**config.mk**
```make
export PLATFORM = sky130hd
export DESIGN_NAME = qb_port
export DESIGN_NICKNAME = d
export VERILOG_FILES = /design/src/rtl/qb_port_pkg.sv /design/src/rtl/qbp_latch_bank.sv /design/src/rtl/qbp_pin_resolve.sv /design/src/rtl/qbp_read_path.sv /design/src/rtl/qb_port.sv
export SDC_FILE = /design/constraint.sdc
export NUM_CORES = 1
export LEC_CHECK = 0
export BUFFER_PORTS_ARGS = -buffer_cell sky130_fd_sc_hd__clkbuf_2
export CAP_MARGIN = 10
export CORE_AREA = 2 2 51 53
export DETAILED_ROUTE_END_ITERATION = 6
export DIE_AREA = 0 0 53 55
export GPL_ROUTABILITY_DRIVEN = 0
export PLACE_DENSITY = 0.77
export SETUP_SLACK_MARGIN = 0.15
export SLEW_MARGIN = 20
export SYNTH_ARGS = -nofsm -noshare
export SYNTH_HDL_FRONTEND = slang
export SYNTH_SLANG_ARGS = --single-unit
```
**constraint.sdc**
```tcl
create_clock -name clk -period 1.8 [get_ports clk]
set_input_delay 0.36 -clock clk [delete_from_list [all_inputs] [get_ports clk]]
set_output_delay 0.36 -clock clk [all_outputs]
set_load 0.01 [all_outputs]
```
**src/rtl/qb_port_pkg.sv**
```systemverilog
package qb_port_pkg;
   typedef enum logic [1:0] {
      BOP_CLR  = 2'd0,
      BOP_SET  = 2'd1,
      BOP_INV  = 2'd2,
      BOP_KEEP = 2'd3
   } bit_op_e;

   function automatic logic apply_bit_op(input logic base, input bit_op_e op);
      case (op)
         BOP_CLR: return 1'b0;
         BOP_SET: return 1'b1;
         BOP_INV: return ~base;
         default: return base;
      endcase
   endfunction
endpackage

```
**src/rtl/qbp_latch_bank.sv**
```systemverilog
module qbp_latch_bank
   import qb_port_pkg::*;
#(
   parameter int WIDTH = 8,
   parameter int SEL_W = 3
) (
   input  logic             clk,
   input  logic             rst_n,
   input  logic             wr_en,
   input  logic [WIDTH-1:0] wr_data,
   input  logic             bop_en,
   input  logic [SEL_W-1:0] bop_sel,
   input  bit_op_e          bop,
   output logic [WIDTH-1:0] latch_q
);
   logic [WIDTH-1:0] base_v;
   logic [WIDTH-1:0] next_v;
   logic [WIDTH-1:0] sel_mask;

   always_comb begin
      sel_mask = '0;
      for (int i = 0; i < WIDTH; i++)
         if (bop_sel == SEL_W'(i)) sel_mask[i] = 1'b1;
   end

   for (genvar g = 0; g < WIDTH; g++) begin : g_bit
      assign base_v[g] = wr_en ? wr_data[g] : latch_q[g];
      assign next_v[g] = (bop_en && sel_mask[g]) ? apply_bit_op(base_v[g], bop) : base_v[g];

      always_ff @(posedge clk or negedge rst_n) begin
         if (!rst_n) latch_q[g] <= 1'b1;
         else        latch_q[g] <= next_v[g];
      end
   end

   p_byte_load_r2: assert property (@(posedge clk) disable iff (!rst_n)
      (wr_en && !bop_en) |=> (latch_q == $past(wr_data)));
   p_hold_r2: assert property (@(posedge clk) disable iff (!rst_n)
      (!wr_en && !bop_en) |=> $stable(latch_q));
   p_others_kept_r6: assert property (@(posedge clk) disable iff (!rst_n)
      (bop_en && !wr_en) |=> (((latch_q ^ $past(latch_q)) & ~$past(sel_mask)) == '0));
   p_keep_op_r6: assert property (@(posedge clk) disable iff (!rst_n)
      (bop_en && !wr_en && bop == BOP_KEEP) |=> $stable(latch_q));
endmodule

```
**src/rtl/qbp_pin_resolve.sv**
```systemverilog
module qbp_pin_resolve #(
   parameter int WIDTH = 8
) (
   input  logic             clk,
   input  logic             rst_n,
   input  logic [WIDTH-1:0] latch_q,
   input  logic [WIDTH-1:0] ext_level,
   output logic [WIDTH-1:0] pin_level,
   output logic [WIDTH-1:0] pull_dn
);
   for (genvar g = 0; g < WIDTH; g++) begin : g_pin
      assign pull_dn[g]   = ~latch_q[g];
      assign pin_level[g] = latch_q[g] & ext_level[g];
   end

   p_pulled_low_r3: assert property (@(posedge clk) disable iff (!rst_n)
      ((pull_dn & pin_level) == '0));
endmodule

```
**src/rtl/qbp_read_path.sv**
```systemverilog
module qbp_read_path #(
   parameter int WIDTH = 8
) (
   input  logic             clk,
   input  logic             rst_n,
   input  logic             rd_pin_en,
   input  logic             rd_latch_en,
   input  logic [WIDTH-1:0] pin_level,
   input  logic [WIDTH-1:0] latch_q,
   output logic [WIDTH-1:0] rd_data
);
   always_ff @(posedge clk or negedge rst_n) begin
      if (!rst_n)           rd_data <= '0;
      else if (rd_pin_en)   rd_data <= pin_level;
      else if (rd_latch_en) rd_data <= latch_q;
   end

   p_rd_hold_r9: assert property (@(posedge clk) disable iff (!rst_n)
      (!rd_pin_en && !rd_latch_en) |=> $stable(rd_data));
   p_rd_latch_r5: assert property (@(posedge clk) disable iff (!rst_n)
      (rd_latch_en && !rd_pin_en) |=> (rd_data == $past(latch_q)));
   p_rd_pin_r4: assert property (@(posedge clk) disable iff (!rst_n)
      rd_pin_en |=> (rd_data == $past(pin_level)));
endmodule

```
**src/rtl/qb_port.sv**
```systemverilog
module qb_port
   import qb_port_pkg::*;
#(
   parameter int WIDTH = 8,
   localparam int SEL_W = (WIDTH > 1) ? $clog2(WIDTH) : 1
) (
   input  logic             clk,
   input  logic             rst_n,
   input  logic             wr_byte_en,
   input  logic [WIDTH-1:0] wr_byte_data,
   input  logic             bit_op_en,
   input  logic [SEL_W-1:0] bit_sel,
   input  logic [1:0]       bit_op,
   input  logic             rd_pin_en,
   input  logic             rd_latch_en,
   output logic [WIDTH-1:0] rd_data,
   input  logic [WIDTH-1:0] ext_level,
   output logic [WIDTH-1:0] pull_dn
);
   if (WIDTH < 1 || WIDTH > 64) begin : g_bad_width
      $error("qb_port: WIDTH must lie in 1..64");
   end

   logic [WIDTH-1:0] latch_q;
   logic [WIDTH-1:0] pin_level;
   bit_op_e          op_e;

   assign op_e = bit_op_e'(bit_op);

   qbp_latch_bank #(.WIDTH(WIDTH), .SEL_W(SEL_W)) i_latch (
      .clk(clk), .rst_n(rst_n),
      .wr_en(wr_byte_en), .wr_data(wr_byte_data),
      .bop_en(bit_op_en), .bop_sel(bit_sel), .bop(op_e),
      .latch_q(latch_q)
   );

   qbp_pin_resolve #(.WIDTH(WIDTH)) i_pins (
      .clk(clk), .rst_n(rst_n),
      .latch_q(latch_q), .ext_level(ext_level),
      .pin_level(pin_level), .pull_dn(pull_dn)
   );

   qbp_read_path #(.WIDTH(WIDTH)) i_read (
      .clk(clk), .rst_n(rst_n),
      .rd_pin_en(rd_pin_en), .rd_latch_en(rd_latch_en),
      .pin_level(pin_level), .latch_q(latch_q),
      .rd_data(rd_data)
   );

   p_pin_read_never_above_latch_r7: assert property (@(posedge clk) disable iff (!rst_n)
      rd_pin_en |=> ((rd_data & ~$past(latch_q)) == '0));
endmodule

```
==> metrics.md, run 1 <==
| Metric | Value |
|---|---|
| Initial core utilization | 0.387 |
| CTS tree | done |
| Largest net degree at the start of global routing | 17 |
| Post-synth EDFFs | 0 |
| Most frequent cell after synthesis | mux2i_1 |
| Port buffer count | between 40 and 50 |
| Simple logic cell fraction of the synthesized area | 0.180 |
| Sequential share of the synthesized area | 0.448 |
| Status | completed |
| Syn_area_per_cell | 9.64 um2 |
| Hold Path Cell Cnt | 3 |
| Skew final | around 0.0035 ns |
| Num CTS Buffers | 3 |
| Synth cell count leaders | mux2i_1 (13), nand2_1 (9), dfrtp_1 (8), dfstp_2 (8), inv_1 (8) |
| Placed cell count | roughly 160 |
| HPWL after detailed placement | 1.67 mm |
| Req. time, crit path | approximately 1.4 ns |
| CP max stage delay | approximately 0.57 ns |
| Layout Utilization | 0.504 |
| Area growth syn-to-layout | 30.1% |
| Share of cells above drive strength 1 | 0.420 |
| CP startpoint kind | register |
| Setup TNS | 0 ns |
| Fmax achieved | approximately 720 MHz |
| Post-route ant nets | 0 |
| Tmin final | about 1.4 ns |
| Die footprint | roughly 0.0029 mm2 |
| Worst path slowest cell | dfstp_2 |
| Non-filler cells in the finished layout | between 150 and 200 |
| Max-slew headroom | 0.753 |
| Fin. Hold Viols | 0 |
| Synthesized Nets | approximately 120 |
| Vias in the first global route | roughly 820 |
| First DRT Iteration DRCs | 26 |
| Crit Path Max Fanout | 4 |
| Hold EP | i_read.rd_data[6]$_DFFE_PN0P_ |
| Reg2reg start | i_latch.latch_q[6]$_DFF_PN1_ |
| Ports | 43 |
| R2R Path End | i_latch.latch_q[6]$_DFF_PN1_ |
| Share of synthesized flip-flops with an asynchronous set or reset | 1.00 |
| Crit share post-route | 0.769 |
| Largest family of logic cells by synthesized area | simple AND/OR/NAND/NOR gates |
| Worst Reg-to-Reg Cells | 2 |
| Netlist cell types | 24 |
| Height of the die | 55 um |
| Power density over the cells | 775 mW/mm2 |
| Bufs on Longest Clock Path | 2 |
| Yosys top cell area share | 0.230 |
| Post-synth top area cell | dfstp_2 |
| Compound-Gate Fraction of Synth Area | 0.130 |
| Seq cells post-synth | 16 |
| Total gr overflow | 0 |
| Global-route wire length before repair | 3.39 mm |
| Worst-Skew Late Latency | 0.28 ns |
| Final Setup Violations | 0 |
| RSZ-0062 raised after global routing | no |
| Crit-path leading delay family | flip-flops |
| Adder-cell area share of the yosys netlist | 0 |
| CTS clk-pin slew, worst paths | 0.09 ns |
| GRT Total Usage | 0.155 |
| Dominant cells by area after synthesis | dfstp_2 (23%), dfrtp_1 (22%), mux2i_1 (14%), a32oi_1 (3.8%), nand3_1 (3.8%) |
| Vias | ~860 |
| CTS sink cnt | 16 |
| Flop2flop setup slack | 0.75 ns |
| CP Buf/Inv Count | 2 |
| Mapped Cells | between 90 and 100 |
| Fin worst setup slack | 0.415 ns |
| Rows | 18 |
| ANT cells | 0 |
| Hold Startpoint | ext_level[6] |
| Synth warnings | 0 |
| Ys flop type | dfstp_2 |
| Xor-xnor portion of the synthesized cell area | 0.00956 |
| Measured slew at the worst slew-check pin | ~0.37 ns |
| Post-synthesis mux area share | 0.179 |
| Max-cap violations | 0 |
| Cell Area, Synth | 916 um2 |
| DRC | 0 |
| Crit Path Class | reg -> out |
| Vias per cell | between 5 and 6 |
| Arrival time worst endpoint | about 1.0 ns |
| Postcts setup bufs | 0 |
| Nets@finish | between 150 and 200 |
| Maximum VDD drop | around 0.00038 V |
| Htree depth | 1 |
| Core area | around 0.0024 mm2 |
| Pre-CTS setup slack | between 0.4 and 0.5 ns |
| Worst Setup End Kind | primary output |
| Initial antenna violation count | 0 |
| DRT Pass-1 Iters | 4 |
| Root Driver | clkbuf_4 |
| WP depth | 2 |
| Cells along the critical path | inv_1 > clkbuf_2 |
| P_leak | around 0.00060 uW |
| Slew Viols, Final | 0 |
| Drt wl/cell | 12.3 um |
| Min-delay worst type | in -> reg |
| DRT Wirelength | between 2 and 2.5 mm |
| Die width | ~53 um |
cell usage in the layout (no fill, tap or decap), types with 2 or more instances in the layout:
cell type / count
dfrtp_1: 8
clkbuf_4: 3
mux2_2: 2
o21ai_1: 7
dfstp_2: 8
nor2b_1: 2
o21ai_0: 4
nand3_1: 7
nand2b_1: 2
nand2_1: 9
mux2i_1: 13
inv_1: 8
nand4_1: 4
o31ai_1: 3
clkbuf_2: 42
nor2_1: 3
a32oi_1: 4
repair_timing:
action	4_1_cts	5_1_grt
setup endpoints to repair	0	0
hold buffers	1	0
gates resized for setup	0	0
hold endpoints to repair	8	0
metrics by stage:
| step | instance area, um2 | hold WS (ns) | power [uW] |
|---|---|---|---|
| after global placement | 1140 | 0.294 | 686 |
| final | 1190 | 0.307 | 923 |
| after floorplan | 916 | 0.0644 | 584 |
| after CTS | 1190 | 0.304 | 932 |
| after detailed placement | 1140 | 0.298 | 696 |
| after global routing | 1190 | 0.310 | 976 |
where the power goes:
group	internal, uW	switching [uW]	leakage [uW]
Clock	123	111	0.0000210
Combinational	107	127	0.000393
Sequential	421	33.9	0.000185
worst max path at each step:
stage	from	slack (ns)	end
after floorplan	wr_byte_en	0.59	i_latch.latch_q[2]$_DFF_PN1_
after global placement	wr_byte_en	0.54	i_latch.latch_q[4]$_DFF_PN1_
after detailed placement	wr_byte_en	0.49	i_latch.latch_q[6]$_DFF_PN1_
after CTS	i_latch.latch_q[0]$_DFF_PN1_	0.41	pull_dn[0]
after global routing	i_latch.latch_q[0]$_DFF_PN1_	0.36	pull_dn[0]
final	i_latch.latch_q[7]$_DFF_PN1_	0.41	pull_dn[7]
final cells by class:
type	instances	area [um2]
fill	238	1170
multi-input combinational	67	457
tap	30	37.5
sequential	16	410
timing repair buffer	43	220
inverter	8	30.0
clock buffer	4	36.3
flip-flops by register name, indices dropped and copies added, names as in the netlist:
name and cells:
i_read.rd_data 8, i_latch.latch_q 8
worst min-delay path, stage by stage:
cell and delay, ns:
clkbuf_2 0.07, nand3_1 0.06, o21ai_0 0.06
layer usage:
metal	GRT usage	wire length, um
met1	0.187	840
met2	0.292	1100
met3	0.00538	104
met4	0.0641	17
met5	0	0
logic make-up (layout without fill, tap and decap cells):
kind of cell           Yosys count  after routing
multiplexers                    16             16
AND/OR/NAND/NOR                 31             31
buffers and inverters           12             55
XOR/XNOR                         1              1
AO/OA/AOI/OAI                   19             19
flip-flops                      16             16
(Power assumes the default switching activity.)
==> run 2, diff against run 1 <==
- ABC_AREA: default -> 1
- CORE_AREA: 2 2 51 53 -> 2 2 54 56
- DIE_AREA: 0 0 53 55 -> 0 0 56 58
- clock period: 1.8 -> 1.2 ns (I/O delays scaled with it)
==> run 2 against run 1 <==
Compared with the run above: the run now ends with negative setup slack left; area after synthesis increased by 12%; global-route usage is 0.084 points lower; register-to-register slack worse by 0.65 ns; wire length grew 19%; design area grew 25%; cell count rose by 49%; first-iteration DRC count increased by 38%; sequential power is 44% higher; combinational power grew 120%; clock skew decreased by 0.0028 ns; critical path type unchanged; largest power group unchanged.
==> metrics.md, run 2 <==
| Metric | Value |
|---|---|
| Worst path slowest cell | dfstp_2 |
| Cells along the critical path | inv_2 > buf_6 |
| Post-route ant nets | 0 |
| Commonest non-fill, non-tap cell in the layout | nand2_1 |
| Sw Ratio | 0.297 |
| Core area | approximately 0.0027 mm2 |
| ANT cells | 0 |
| Failing checks | negative setup slack |
| Die width | around 56 um |
| Status | complete, but fails checks |
| CP Buf/Inv Count | 2 |
| Adder-cell area share of the yosys netlist | 0 |
| Netlist cell types | 16 |
| HPWL after detailed placement | roughly 1.8 mm |
| Crit Path Class | reg -> out |
| Synthesized Nets | 187 |
| Post-synth EDFFs | 0 |
| Cell Area, Synth | slightly above 0.001 mm2 |
| Layout Utilization | 0.560 |
| Slew Viols, Final | 0 |
| DRT Wirelength | roughly 2.5 mm |
| Most frequent cell after synthesis | nand2_1 |
| Share of synthesized flip-flops with an asynchronous set or reset | 1.00 |
| Die footprint | between 0.003 and 0.004 mm2 |
| Fmax achieved | 809 MHz |
| CTS sink cnt | 16 |
| Min-delay worst type | in -> reg |
| Vias in the first global route | around 950 |
| Combinational power share | 0.341 |
| Drt wl/cell | 9.76 um |
| Placed inst area | about 0.0012 mm2 |
| Crit share post-route | 1.03 |
| Yosys top cell area share | 0.205 |
| R2R Path End | i_read.rd_data[3]$_DFFE_PN0P_ |
| Initial antenna violation count | 0 |
| Hold EP | i_read.rd_data[4]$_DFFE_PN0P_ |
| Global-route wire length before repair | 3.93 mm |
| Syn_area_per_cell | between 6 and 7 um2 |
| Ports | 43 |
| Synth cell count leaders | nand2_1 (48), nor2_1 (32), inv_1 (24) |
| Nets@finish | around 250 |
| Arrival time worst endpoint | 1.00 ns |
| Htree depth | 1 |
| CTS clk-pin slew, worst paths | roughly 0.090 ns |
| Clock power share | 0.233 |
| Hold Path Cell Cnt | 3 |
| Synth warnings | 0 |
| Reg2reg start | i_latch.latch_q[3]$_DFF_PN1_ |
| Share of cells above drive strength 1 | 0.391 |
| Final Setup Violations | 8 |
| Crit-path leading delay family | flip-flops |
| Seq cells post-synth | 16 |
| Req. time, crit path | ~0.96 ns |
| Rows | 19 |
| Non-filler cells in the finished layout | between 200 and 300 |
| Height of the die | between 50 and 60 um |
| First DRT Iteration DRCs | 36 |
| GRT Total Usage | 0.154 |
| P_leak | roughly 0.00087 uW |
| Multi-input logic area | ~500 um2 |
| Worst Reg-to-Reg Cells | 6 |
| Final instance area | around 0.0015 mm2 |
| P_sw | around 460 uW |
| Fill count | 263 |
| Port buffer count | between 40 and 50 |
| Hold Startpoint | ext_level[4] |
| Fin. Hold Viols | 0 |
| DRT Pass-1 Iters | 4 |
| Biggest regs | i_latch.latch_q x8, i_read.rd_data x8 |
| RSZ-0062 raised after global routing | yes |
| DRC | 0 |
| Placed cell count | 230 |
| Root Driver | clkbuf_4 |
| Tmin final | roughly 1.2 ns |
| Num CTS Buffers | 3 |
| Power density over the cells | 1030 mW/mm2 |
| Max-cap violations | 0 |
| Measured slew at the worst slew-check pin | 0.538 ns |
| P_int | 1080 uW |
| CP max stage delay | 0.55 ns |
| Dominant cells by area after synthesis | dfstp_2 (20%), dfrtp_1 (19%), nand2_1 (18%), nor2_1 (12%), inv_1 (8.8%) |
| Worst Setup End Kind | primary output |
| Sequential share of the synthesized area | 0.400 |
| Maximum VDD drop | between 0.0005 and 0.0006 V |
| Reg power frac | 0.426 |
| Mapped Cells | 160 |
| Vias | 1125 |
| Compound-Gate Fraction of Synth Area | 0.0438 |
| Area growth syn-to-layout | 45.1% |
| Worst-case hold slack | 0.195 ns |
| Commonest non-fill, non-tap cells in the layout | nand2_1 (45), nor2_1 (32), clkbuf_2 (26) |
| Crit Path Max Fanout | 2 |
| Worst-Skew Late Latency | 0.29 ns |
| Total gr overflow | 0 |
| Post-synth top area cell | dfstp_2 |
| Fin worst setup slack | -0.0362 ns |
| Simple logic cell fraction of the synthesized area | 0.430 |
| Initial core utilization | 0.386 |
| Bufs on Longest Clock Path | 2 |
| Max-slew headroom | 0.642 |
| Flip-flop and latch area | ~410 um2 |
| Post-synthesis mux area share | 0 |
| CP startpoint kind | register |
| Largest net degree at the start of global routing | 17 |
| CTS tree | done |
| Skew final | approximately 0.00066 ns |
| Largest family of logic cells by synthesized area | simple AND/OR/NAND/NOR gates |
| Xor-xnor portion of the synthesized cell area | 0 |
| Ys flop type | dfstp_2 |
| Vias per cell | approximately 4.5 |
| Flop2flop setup slack | about 0.10 ns |
run 2: layer usage:
| metal | GRT usage | part of all wire | vias to the layer above |
|---|---|---|---|
| met5 | 0 | 0 | - |
| met4 | 0.0952 | 0.027 | 0 |
| met3 | 0.0268 | 0.056 | 6 |
| met2 | 0.242 | 0.49 | 35 |
| met1 | 0.199 | 0.43 | 478 |
| li1 | - | - | 606 |
run 2: power groups by stage:
stage	registers, uW	logic, uW	clock network [uW]
floorplan	675	214	0
global placement	662	366	0
detailed placement	663	371	0
CTS	656	438	367
global route	667	585	395
finish	656	525	359
run 2: repair_timing:
item	in CTS	in global routing
hold endpoints to repair	8	0
setup buffers	11	5
endpoints found under the setup margin	16	17
hold buffers	1	0
resized for setup	8	35
gates cloned	0	0
pin swaps	0	6
run 2: worst register-to-register path: stages, from the launching register on:
cell     delay, ns
dfstp_2       0.55
inv_2         0.04
buf_4         0.12
buf_6         0.10
nand2_2       0.05
o21ai_1       0.07
nor2_1        0.11
run 2: how the worst max path moves through the flow:
stage / from / to / slack (ns) / cells past startpoint
floorplan: rd_pin_en / i_read.rd_data[5]$_DFFE_PN0P_ / 0.25 / 5
global placement: rd_pin_en / i_read.rd_data[0]$_DFFE_PN0P_ / 0.10 / 5
detailed placement: rd_pin_en / i_read.rd_data[7]$_DFFE_PN0P_ / 0.07 / 5
CTS: i_latch.latch_q[1]$_DFF_PN1_ / pull_dn[1] / -0.04 / 2
global route: i_latch.latch_q[3]$_DFF_PN1_ / pull_dn[3] / -0.08 / 2
finish: i_latch.latch_q[1]$_DFF_PN1_ / pull_dn[1] / -0.04 / 2
run 2: cell families after synthesis:
| kind of cell | after synthesis |
|---|---|
| buf+inv | 29 |
| simple gates | 106 |
| compound gates | 9 |
| flops | 16 |
run 2: final cells by class:
class	instances	share of cell area
Inverter	25	0.0630
Timing Repair Buffer	60	0.275
Tap cell	31	0.0260
Multi-Input combinational cell	115	0.337
Sequential cell	16	0.275
Clock buffer	4	0.0243
run 2: stage by stage:
stage	power, uW	worst slack [ns]	TNS (ns)
4_1_cts	1460	-0.0408	-0.263
5_1_grt	1650	-0.0778	-0.528
3_3_place_gp	1030	0.101	0
2_1_floorplan	889	0.249	0
6_report	1540	-0.0362	-0.213
3_5_place_dp	1030	0.0669	0
